===== src/rtl/fpmin_pkg.sv =====
package fpmin_pkg;

  typedef enum logic [1:0] {
    SZ_ILLEGAL = 2'b00,
    SZ_HALF    = 2'b01,
    SZ_SINGLE  = 2'b10,
    SZ_DOUBLE  = 2'b11
  } fp_size_e;

  localparam int unsigned NUM_FMT = 3;
  localparam int unsigned BUS_W   = 64;

  typedef struct packed {
    logic sign;
    logic nan;
    logic snan;
  } fp_class_t;

  function automatic int unsigned fmt_exp_w(int unsigned idx);
    case (idx)
      0:       return 5;
      1:       return 8;
      default: return 11;
    endcase
  endfunction

  function automatic int unsigned fmt_frac_w(int unsigned idx);
    case (idx)
      0:       return 10;
      1:       return 23;
      default: return 52;
    endcase
  endfunction

endpackage


===== src/rtl/fpmin_classify.sv =====
module fpmin_classify
  import fpmin_pkg::*;
#(
  parameter  int unsigned EXP_W  = 8,
  parameter  int unsigned FRAC_W = 23,
  localparam int unsigned W      = EXP_W + FRAC_W + 1
) (
  input  logic [W-1:0] val_i,
  output fp_class_t    cls_o,
  output logic [W-2:0] mag_o
);

  logic exp_ones;
  logic frac_nz;

  always_comb begin
    exp_ones   = &val_i[W-2:FRAC_W];
    frac_nz    = |val_i[FRAC_W-1:0];
    cls_o.sign = val_i[W-1];
    cls_o.nan  = exp_ones & frac_nz;
    cls_o.snan = exp_ones & frac_nz & ~val_i[FRAC_W-1];
    mag_o      = val_i[W-2:0];
    // a signaling NaN always has a payload below the quiet bit
    a_r8_snan_has_payload: assert (!cls_o.snan || |val_i[FRAC_W-2:0]);
  end

endmodule


===== src/rtl/fpmin_lane.sv =====
module fpmin_lane
  import fpmin_pkg::*;
#(
  parameter  int unsigned EXP_W  = 8,
  parameter  int unsigned FRAC_W = 23,
  localparam int unsigned W      = EXP_W + FRAC_W + 1
) (
  input  logic [W-1:0] a_i,
  input  logic [W-1:0] b_i,
  input  logic         dn_mode_i,
  output logic [W-1:0] res_o,
  output logic         invalid_o
);

  localparam logic [W-1:0] DEF_NAN    = {1'b0, {EXP_W{1'b1}}, 1'b1, {(FRAC_W-1){1'b0}}};
  localparam logic [W-1:0] QUIET_MASK = W'(1) << (FRAC_W - 1);

  fp_class_t    cls_a, cls_b;
  logic [W-2:0] mag_a, mag_b;
  logic         any_snan;
  logic         nan_out;
  logic         a_first;
  logic [W-1:0] nan_src;

  fpmin_classify #(.EXP_W(EXP_W), .FRAC_W(FRAC_W)) u_cls_a (
    .val_i (a_i),
    .cls_o (cls_a),
    .mag_o (mag_a)
  );

  fpmin_classify #(.EXP_W(EXP_W), .FRAC_W(FRAC_W)) u_cls_b (
    .val_i (b_i),
    .cls_o (cls_b),
    .mag_o (mag_b)
  );

  // NaN source priority and numeric ordering
  always_comb begin
    any_snan = cls_a.snan | cls_b.snan;
    nan_out  = any_snan | (cls_a.nan & cls_b.nan);

    if (cls_a.snan)      nan_src = a_i;
    else if (cls_b.snan) nan_src = b_i;
    else if (cls_a.nan)  nan_src = a_i;
    else                 nan_src = b_i;

    if (cls_a.sign != cls_b.sign) a_first = cls_a.sign;
    else if (cls_a.sign)          a_first = (mag_a >= mag_b);
    else                          a_first = (mag_a <= mag_b);
  end

  // result selection
  always_comb begin
    if (nan_out)        res_o = dn_mode_i ? DEF_NAN : (nan_src | QUIET_MASK);
    else if (cls_a.nan) res_o = b_i;
    else if (cls_b.nan) res_o = a_i;
    else                res_o = a_first ? a_i : b_i;
    invalid_o = any_snan;
  end

  // checks on the selected value against the operand classes
  always_comb begin
    if (!nan_out) begin
      a_r5_pick_operand: assert (res_o == a_i || res_o == b_i);
    end
    if (nan_out) begin
      a_r6_nan_is_quiet: assert (&res_o[W-2:FRAC_W] && res_o[FRAC_W-1]);
    end
    if (nan_out && dn_mode_i) begin
      a_r7_default_nan: assert (res_o == DEF_NAN);
    end
    if (!cls_a.nan && !cls_b.nan && (a_i[W-1] != b_i[W-1])) begin
      a_r3_negative_wins: assert (res_o[W-1]);
    end
    a_r8_flag_needs_nan: assert (!invalid_o || nan_out);
  end

endmodule


===== src/rtl/fpmin_unit.sv =====
module fpmin_unit
  import fpmin_pkg::*;
(
  input  logic [63:0] op_a,
  input  logic [63:0] op_b,
  input  logic [1:0]  size_code,
  input  logic        dn_mode,
  input  logic        alt_mode,
  output logic [63:0] result,
  output logic        invalid,
  output logic        undef_enc
);

  logic [BUS_W-1:0]   lane_res [NUM_FMT];
  logic [NUM_FMT-1:0] lane_inv;
  logic [NUM_FMT-1:0] lane_sel;
  logic               unused_alt;

  // alternate handling has no influence on minNum
  assign unused_alt = alt_mode;

  for (genvar g = 0; g < NUM_FMT; g++) begin : g_fmt
    localparam int unsigned EW = fmt_exp_w(g);
    localparam int unsigned FW = fmt_frac_w(g);
    localparam int unsigned LW = EW + FW + 1;

    logic [LW-1:0] lane_r;
    logic          lane_i;

    fpmin_lane #(.EXP_W(EW), .FRAC_W(FW)) u_lane (
      .a_i       (op_a[LW-1:0]),
      .b_i       (op_b[LW-1:0]),
      .dn_mode_i (dn_mode),
      .res_o     (lane_r),
      .invalid_o (lane_i)
    );

    assign lane_res[g] = BUS_W'(lane_r);
    assign lane_inv[g] = lane_i;
  end

  always_comb begin
    for (int i = 0; i < NUM_FMT; i++) begin
      lane_sel[i] = (size_code == 2'(i + 1));
    end
  end

  always_comb begin
    result    = '0;
    invalid   = 1'b0;
    undef_enc = (size_code == SZ_ILLEGAL);
    for (int i = 0; i < NUM_FMT; i++) begin
      if (lane_sel[i]) begin
        result  = result | lane_res[i];
        invalid = invalid | lane_inv[i];
      end
    end
  end

  always_comb begin
    a_r1_one_lane: assert ($onehot0(lane_sel));
    if (undef_enc) begin
      a_r2_undef_silent: assert (result == '0 && !invalid && lane_sel == '0);
    end
    if (size_code == SZ_HALF) begin
      a_r1_half_upper_zero: assert (result[63:16] == '0);
    end
    if (size_code == SZ_SINGLE) begin
      a_r1_single_upper_zero: assert (result[63:32] == '0);
    end
  end

endmodule


===== config.mk =====
export PLATFORM = sky130hd
export DESIGN_NAME = fpmin_unit
export DESIGN_NICKNAME = d
export VERILOG_FILES = /design/src/rtl/fpmin_pkg.sv /design/src/rtl/fpmin_classify.sv /design/src/rtl/fpmin_lane.sv /design/src/rtl/fpmin_unit.sv
export SDC_FILE = /design/constraint.sdc
export NUM_CORES = 1
export LEC_CHECK = 0
export CAP_MARGIN = 10
export CORE_MARGIN = 2
export CORE_UTILIZATION = 30
export DETAILED_ROUTE_END_ITERATION = 7
export PLACE_DENSITY_LB_ADDON = 0.12
export SYNTH_ARGS = -nofsm -noshare
export SYNTH_HDL_FRONTEND = slang
export SYNTH_HIERARCHICAL = 1
export SYNTH_SLANG_ARGS = --single-unit

===== constraint.sdc =====
create_clock -name vclk -period 6.41
set_input_delay 1.923 -clock vclk [all_inputs]
set_output_delay 1.923 -clock vclk [all_outputs]
set_load 0.02 [all_outputs]

==> out/metrics.yaml, run 1 <==
run_status:
  status: "complete, but fails checks"
  failed_checks: "negative setup slack"
timing:
  setup_ws_ns: -0.509
  worst_pin_slew_ns: 0.760
  finalCritPeriodShare_pct: 108
  fin_crit_ns: 6.92
  hold_viol: 0
  setup_viol: 65
  finalMaxSlewViolations: 0
  setup_tns_ns: -26.25
  slew_headroom_pct: 49.3
  max_freq_mhz: 145
  rsz0062_at_grt: "yes"
logic_synthesis:
  synth_top_cell_by_area: "buf_4"
  yosysSeqAreaShare_pct: 0
  synth_area_leaders: "buf_4 (20%), ha_1 (16%), inv_1 (6.8%), a32o_1 (6.1%), mux2i_1 (3.7%)"
  post-synth-top-area-fraction_pct: 20.0
  synthSimpleGateAreaFrac_pct: 21.9
  yosys.area_share.xor_xnor_pct: 0
  ys_types: 78
  synth_top_family_by_area: "buffers and inverters"
  netlist_area_um2: 8570
  synthCells: 1151
  synthMuxAreaShare_pct: 6.10
  post_synth_fa_ha_maj_area_fraction_pct: 15.9
  yosysWarnings: 6
  syn_nets: 1392
  syn_area_per_cell_um2: 7.45
  synth_compound_area_share_pct: 26.1
floorplan:
  die_x_um: 173
  rows: 61
  die_y_um: 173
  fp.coreArea_um2: 27900
  start_util_pct: 30.7
  ios: 198
  die_area_um2: 29900
place:
  port_buffers: 197
  hpwlAfterDp_um: 26300
  gp_congestion: 0.868
setup_path:
  cpMaxStageDelayCell: "o32a_1"
  cp_max_fo: 9
  critical_path.max_stage_delay_ns: 0.38
  arrival_ns: 5.00
  cp_data_required_time_ns: 4.49
  path_class: "in2out"
  cp-end-kind: "output port"
  startpoint: "op_a[14]"
  cp_common_cell: "buf_6"
  cp-start-kind: "input port"
  crit_chain: "buf_2 > buf_8 > ha_4 > and4_4 > a221oi_4 > a21boi_2 > o32a_1 > and2_4 > a211oi_4 > buf_6 > buf_16 > buf_12 > o2bb2ai_2 > mux2_4 > a22o_4 > buf_6"
finish:
  design.seq.count: 0
  n_fill_cell: 2680
  syn2layout_area_growth_pct: 66.9
  multiInputGateArea_um2: 7840
  drive_gt1_share_pct: 60.1
  regArea_um2: 0
  n_clock_buffer: 0
  final_common_cell: "buf_4"
  nets: 1684
  final_cell_mix: "buf_4 (260), buf_6 (179), inv_1 (107), ha_4 (65), nand4_1 (49)"
drt:
  detail_route.wl_per_cell_um: 20.6
  drt_first_iter_violations: 763
  vias_per_cell: 5.32
  routed_wl_um: 37500
  first_pass_iters: 5
  drc_errors: 0
  num_vias: 9681
  antenna_left: 0
hold_path:
  hold_path_class: "in2out"
  min_from: "op_a[57]"
global_route:
  grt_remaining_overflow: 0
  grt_max_degree: 67
  grt_usage_pct: 23.6
  grt_pass1_wl_um: 56700
  antenna_found_initial: 1
  grt_pass1_vias: 9720
power_and_ir_drop:
  p_leak_nw: 6.53
  peakVddDrop_v: 0.0000415
  total_power_w: 0.00130
  p_per_area_nw_per_um2: 90.8
clocking:
  cts_hold_buf: 0
run:
  max_cap_viol_count: 0
[power by group]
part	total, W	switching [W]	internal [W]
clock	0.0000000000210	0	0.0000000000210
sequential	0	0	0
combinational	0.00130	0.000611	0.000689
[metal layers]
layer / vias to the layer above / global-route usage (%) / part of all wire, %
li1: 4635 / - / -
met1: 4645 / 32.4 / 46
met2: 348 / 39.2 / 45
met3: 53 / 2.90 / 6.1
met4: 0 / 5.83 / 2.8
met5: - / 0 / 0
[cell type report]
class,count,area share [%]
Multi-Input combinational cell,724,54.8
Antenna cell,1,0.0175
Timing Repair Buffer,561,37.6
Inverter,156,4.30
Tap cell,378,3.30
[worst max-delay path: cells and delay by family]
kind / cells / cell delay [ns]
AO/OA/AOI/OAI: 6 / 1.30
buffers and inverters: 6 / 0.83
AND/OR/NAND/NOR: 2 / 0.40
adder cells (fa/ha/maj): 1 / 0.24
multiplexers: 1 / 0.27
[cells by family after synthesis]
family,after synthesis
muxes,50
buffers and inverters,427
and+or+nand+nor,306
adders and majority gates,109
AOI/OAI and AO/OA,259
[Yosys cell counts (all sizes together), types with 5 or more instances]
master and number:
or4 8, o2bb2ai 24, nand4 52, clkbuf 18, nor3b 5, and4 7, mux2 18, inv 156
nor2 31, a22o 17, a21o 5, nor2b 19, a21oi 50, mux2i 32, o22ai 6, nor3 21
nor4 48, nand2 37, ha 109, a221oi 5, or2 5, buf 253, o21ai 22, and3 33
a22oi 29, a211oi 15, a32o 52, nand3 30
[worst paths after layout]
kind / cells past startpoint / end
hold / removal: 5 / result[57]
setup / recovery: 16 / result[5]
[per-stage QoR]
stage               utilization [%]  hold WS (ns)  instance area (µm²)  cells  setup slack (ns)
floorplan                         -          4.13                 9030   1151          -0.00345
global placement               40.8          4.72                11400   1693             -1.59
detailed placement             40.8          4.72                11400   1693             -1.59
CTS                            49.6          4.41                13900   1806            -0.483
global route                   51.2          4.43                14300   1820            -0.605
finish                         51.2          4.41                14300   1820            -0.509
[what timing repair did]
action / in CTS / in global routing
pin swaps: 121 / 72
buffers inserted: 104 / 17
gates resized for setup: 1103 / 110
cloned: 10 / 2
setup endpoints to repair: 65 / 65
Note: power is estimated with default switching activity, not from simulation.
==> run 2, diff against run 1 <==
Settings changed: ABC_CLOCK_PERIOD_IN_PS set to 6410, PLACE_DENSITY set to 0.51, PLACE_DENSITY_LB_ADDON 0.12 to unset.
==> run 2 against run 1 <==
Against the previous run: die area stayed put; fmax is 0.55% lower; clock-buffer cell count stayed put; the run still ends with negative setup slack left; design area is 1.6% higher; critical path depth stayed put; flip-flop and latch count stayed put; power is 0.32% lower; combinational power hardly changed.
==> out/metrics.yaml, run 2 (synthesis gave the netlist of run 1 again) <==
run_status:
  status: "complete, but fails checks"
  failed_checks: "negative setup slack"
drt:
  first_pass_iters: 5
  num_vias: 9915
  vias_per_cell: 5.36
  drt_first_iter_violations: 672
  antenna_left: 0
  routed_wl_um: 36900
  detail_route.wl_per_cell_um: 20.0
  drc_errors: 0
power_and_ir_drop:
  p_sw_w: 0.000604
  combPwrFrac_pct: 100.0
  switching_share_pct: 46.6
  p_leak_nw: 6.65
  total_power_w: 0.00130
  p_clk_share_pct: 0
  p_int_w: 0.000692
  pwr-share-seq_pct: 0
  p_per_area_nw_per_um2: 89.1
  peakVddDrop_v: 0.0000517
place:
  gp_congestion: 0.922
  port_buffers: 197
  hpwlAfterDp_um: 26600
  place_area_um2: 11600
  dpl.cell_count: 1725
timing:
  rsz0062_at_grt: "yes"
  slew_headroom_pct: 54.6
  setup_viol: 64
  worst_pin_slew_ns: 0.676
  finalMaxSlewViolations: 0
  hold_viol: 0
  finalCritPeriodShare_pct: 109
  max_freq_mhz: 144
  setup_ws_ns: -0.548
  fin_crit_ns: 6.96
setup_path:
  cp-end-kind: "output port"
  cp-start-kind: "input port"
  path_class: "in2out"
  cp_data_required_time_ns: 4.49
  cp_common_cell: "buf_6"
  cp_max_fo: 5
  startpoint: "op_a[17]"
  setup.worst_path.end: "result[9]"
  cpMaxStageDelayCell: "o32a_1"
  arrival_ns: 5.03
  critical_path.max_stage_delay_ns: 0.38
  crit_chain: "dlygate4sd2_1 > ha_1 > nand4_1 > nor4_4 > buf_4 > a21boi_1 > o32a_1 > and2_4 > a211oi_4 > buf_6 > buf_12 > buf_6 > o2bb2ai_4 > mux2_4 > a22o_4 > buf_6"
global_route:
  grt_usage_pct: 23.0
  grt_pass1_vias: 9868
  grt_max_degree: 53
  grt_pass1_wl_um: 55900
  antenna_found_initial: 2
  grt_remaining_overflow: 0
finish:
  design.seq.count: 0
  final_cell_mix: "buf_4 (283), buf_6 (179), inv_1 (106), ha_4 (67)"
  regArea_um2: 0
  final_cells: 1851
  final_core_util_pct: 52.1
  design_area_um2: 14500
  drive_gt1_share_pct: 61.9
  n_fill_cell: 2656
  syn2layout_area_growth_pct: 69.6
  n_clock_buffer: 0
  final_common_cell: "buf_4"
  nets: 1715
run:
  max_cap_viol_count: 0
floorplan:
  die_x_um: 173
  rows: 61
  die_y_um: 173
  fp.coreArea_um2: 27900
  ios: 198
  start_util_pct: 30.7
  die_area_um2: 29900
hold_path:
  hold_path_class: "in2out"
clocking:
  cts_hold_buf: 0
run 2: cell count changes in the layout (fill, tap and decap cells not counted), moves of 6 or more:
cell	change
and3_1	-15
and3_4	+15
buf_2	+9
buf_4	+23
buf_8	+9
clkbuf_2	+6
nor4_2	-6
nor4_4	+6
run 2: worst max-delay path: cells and delay by family:
kind,cells,cell delay [ns]
buffers and inverters,6,1.03
muxes,1,0.27
adders and majority gates,1,0.32
AOI/OAI and AO/OA,5,1.09
and+or+nand+nor,3,0.41
run 2: worst min-delay path by stage:
stage | from | end | slack [ns] | depth (start not counted)
floorplan | op_a[15] | result[15] | 4.13 | 3
global placement | size_code[0] | result[19] | 4.58 | 5
detailed placement | size_code[0] | result[19] | 4.59 | 5
CTS | size_code[1] | result[15] | 4.36 | 4
global route | size_code[1] | result[15] | 4.38 | 4
finish | size_code[1] | result[15] | 4.36 | 4
run 2: metrics by stage:
step           setup TNS, ns  hold slack (ns)  worst slack [ns]
2_1_floorplan       -0.00345             4.13          -0.00345
3_3_place_gp          -85.95             4.58             -1.50
3_5_place_dp          -86.72             4.59             -1.51
4_1_cts               -26.48             4.36            -0.583
5_1_grt               -32.48             4.38            -0.666
6_report              -24.21             4.36            -0.548
run 2: power groups by stage:
stage	logic, W	clock network, W	registers [W]
6_report	0.00130	0.0000000000210	0
5_1_grt	0.00138	0.0000000000209	0
4_1_cts	0.00120	0	0
3_5_place_dp	0.000986	0	0
3_3_place_gp	0.000978	0	0
2_1_floorplan	0.000616	0	0
run 2: repair_timing:
item | 4_1_cts | 5_1_grt
endpoints found under the setup margin | 65 | 65
setup buffers | 87 | 43
resized for setup | 1029 | 223
cloned | 6 | 0
pin swaps | 108 | 93
run 2: per-layer routing:
metal / global-route usage [%] / wire [µm] / vias to the layer above
met1: 31.8 / 16900 / 4817
met5: 0 / 0 / -
met2: 38.4 / 17500 / 341
met4: 5.61 / 778 / 0
li1: - / - / 4709
met3: 1.82 / 1770 / 48
run 2: layout make-up:
| type | count | area [µm²] | share of cell area, % |
|---|---|---|---|
| Multi-Input combinational cell | 724 | 7950 | 54.7 |
| Timing Repair Buffer | 592 | 5500 | 37.8 |
| Inverter | 156 | 618 | 4.25 |
| Tap cell | 378 | 473 | 3.25 |
| Antenna cell | 1 | 2.50 | 0.0172 |
==> run 3, diff against run 2 <==
Settings changed: PLACE_DENSITY 0.51 to 0.62, SYNTH_HIERARCHICAL 1 to unset.
==> run 3 against run 2 <==
Against the previous run: the flow still finishes with violations (negative setup slack); design area decreased by 37%; combinational power decreased by 44%; sequential share of layout area unchanged; worst hold slack got worse by 0.078 ns; die area decreased by 52%; worst setup slack improved by 0.20 ns; synthesized area decreased by 53%; clock-buffer cell count unchanged; flip-flop and latch count unchanged; via count decreased by 31%; largest cell class unchanged.
==> out/metrics.yaml, run 3 <==
timing:
  fin_crit_ns: 6.76
  hold_ws_ns: 4.28
  worst_pin_slew_ns: 0.540
  finalCritPeriodShare_pct: 106
  setup_ws_ns: -0.353
  slew_headroom_pct: 63.9
  max_freq_mhz: 148
  hold_viol: 0
  rsz0062_at_grt: "yes"
  setup_viol: 64
  finalMaxSlewViolations: 0
place:
  hpwlAfterDp_um: 16200
  gp_congestion: 0.927
  port_buffers: 197
  place_area_um2: 7780
finish:
  final_common_cell: "buf_4"
  design_area_um2: 9130
  nets: 1244
  syn2layout_area_growth_pct: 127
  regArea_um2: 0
  design.seq.count: 0
  drive_gt1_share_pct: 59.9
  antenna_cells: 0
  final_cell_mix: "buf_4 (254), nor2_1 (70), buf_6 (63), buf_2 (62), ha_4 (49)"
  n_clock_buffer: 0
drt:
  drc_errors: 0
  detail_route.wl_per_cell_um: 18.6
  first_pass_iters: 5
  num_vias: 6816
  antenna_left: 0
  vias_per_cell: 5.59
  drt_first_iter_violations: 413
  routed_wl_um: 22600
logic_synthesis:
  synthTopCellsByCount: "nor2_1 (79), inv_1 (71), ha_1 (66), a21oi_1 (43), o21ai_0 (38)"
  synthCells: 609
  syn_nets: 807
  post-synth-top-area-fraction_pct: 20.5
  yosysMostFrequentCell: "nor2_1"
  netlist_area_um2: 4020
  yosysWarnings: 0
  synth_area_leaders: "ha_1 (21%), nor2_1 (7.4%), inv_1 (6.6%), mux2i_1 (5.7%), a21oi_1 (5.4%)"
  syn_area_per_cell_um2: 6.60
  ys_types: 58
  synth_top_cell_by_area: "ha_1"
  yosysSeqAreaShare_pct: 0
hold_path:
  whs_path_depth: 3
  hold_path_class: "in2out"
setup_path:
  path_class: "in2out"
  cp-start-kind: "input port"
  cp_max_fo: 5
  cp_data_required_time_ns: 4.49
  cp-end-kind: "output port"
  arrival_ns: 4.84
global_route:
  grt_pass1_wl_um: 34400
  antenna_found_initial: 0
  grt_max_degree: 22
  grt_pass1_vias: 6965
  grt_remaining_overflow: 0
  grt_usage_pct: 28.9
floorplan:
  start_util_pct: 30.6
  rows: 42
  die_x_um: 120
  die_area_um2: 14300
  fp.coreArea_um2: 13100
  ios: 198
  die_y_um: 120
power_and_ir_drop:
  peakVddDrop_v: 0.0000312
  p_per_area_nw_per_um2: 80.0
  p_leak_nw: 4.17
clocking:
  cts_hold_buf: 0
run:
  max_cap_viol_count: 0
run_status:
  failed_checks: "negative setup slack"
  status: "complete, but fails checks"
-- run 3: area by class of cell --
type	count	area, µm²
multi-input combinational	515	4940
fill	1040	4010
timing repair buffer	458	3690
inverter	71	279
tap	176	220
-- run 3: critical path, stage by stage --
cell           delay, ns
dlygate4sd2_1       0.29
ha_4                0.28
nand4_1             0.19
buf_4               0.23
nor3_4              0.17
nand3_2             0.12
nor3_4              0.22
a2111o_1            0.18
nand3_4             0.12
buf_6               0.14
o211ai_4            0.19
buf_4               0.18
o211ai_2            0.16
a22o_1              0.27
buf_4               0.16
-- run 3: kinds of logic after synthesis --
kind of cell             after synthesis  share of synthesized area [%]
buffers and inverters                 96                           9.50
multiplexers                          23                           5.73
AND/OR/NAND/NOR                      238                           30.3
AO/OA/AOI/OAI                        186                           33.9
adder cells (fa/ha/maj)               66                           20.5
-- run 3: repair_timing --
action | 4_1_cts | 5_1_grt
setup buffers | 34 | 14
pin swaps | 110 | 89
endpoints found under the setup margin | 65 | 65
resized for setup | 863 | 150
cloned | 4 | 2
-- run 3: final timing paths --
path,startpoint,end,slack [ns]
worst max-delay path,op_a[61],result[3],-0.35
worst min-delay path,op_a[4],result[4],4.28
-- run 3: per-layer routing --
layer	up-vias	share of wire, %	track usage (%)
li1	3211	-	-
met1	3253	41	35.6
met2	298	51	52.2
met3	54	5.4	3.04
met4	0	3.1	9.85
met5	-	0	0
-- run 3: stage by stage --
step,utilization [%],instances,TNS (ns),worst slack [ns],total power (W)
2_1_floorplan,-,609,0,0.000856,0.000257
3_3_place_gp,59.2,1173,-77.45,-1.36,0.000596
3_5_place_dp,59.2,1173,-79.43,-1.42,0.000607
4_1_cts,66.9,1206,-12.95,-0.349,0.000672
5_1_grt,69.5,1220,-20.63,-0.439,0.000775
6_report,69.5,1220,-15.34,-0.353,0.000730
-- run 3: report_power, final --
part / leakage [nW] / switching, W / internal [W]
clock: 0 / 0 / 0
combinational: 4.17 / 0.000366 / 0.000364
sequential: 0 / 0 / 0
total: 4.17 / 0.000366 / 0.000364
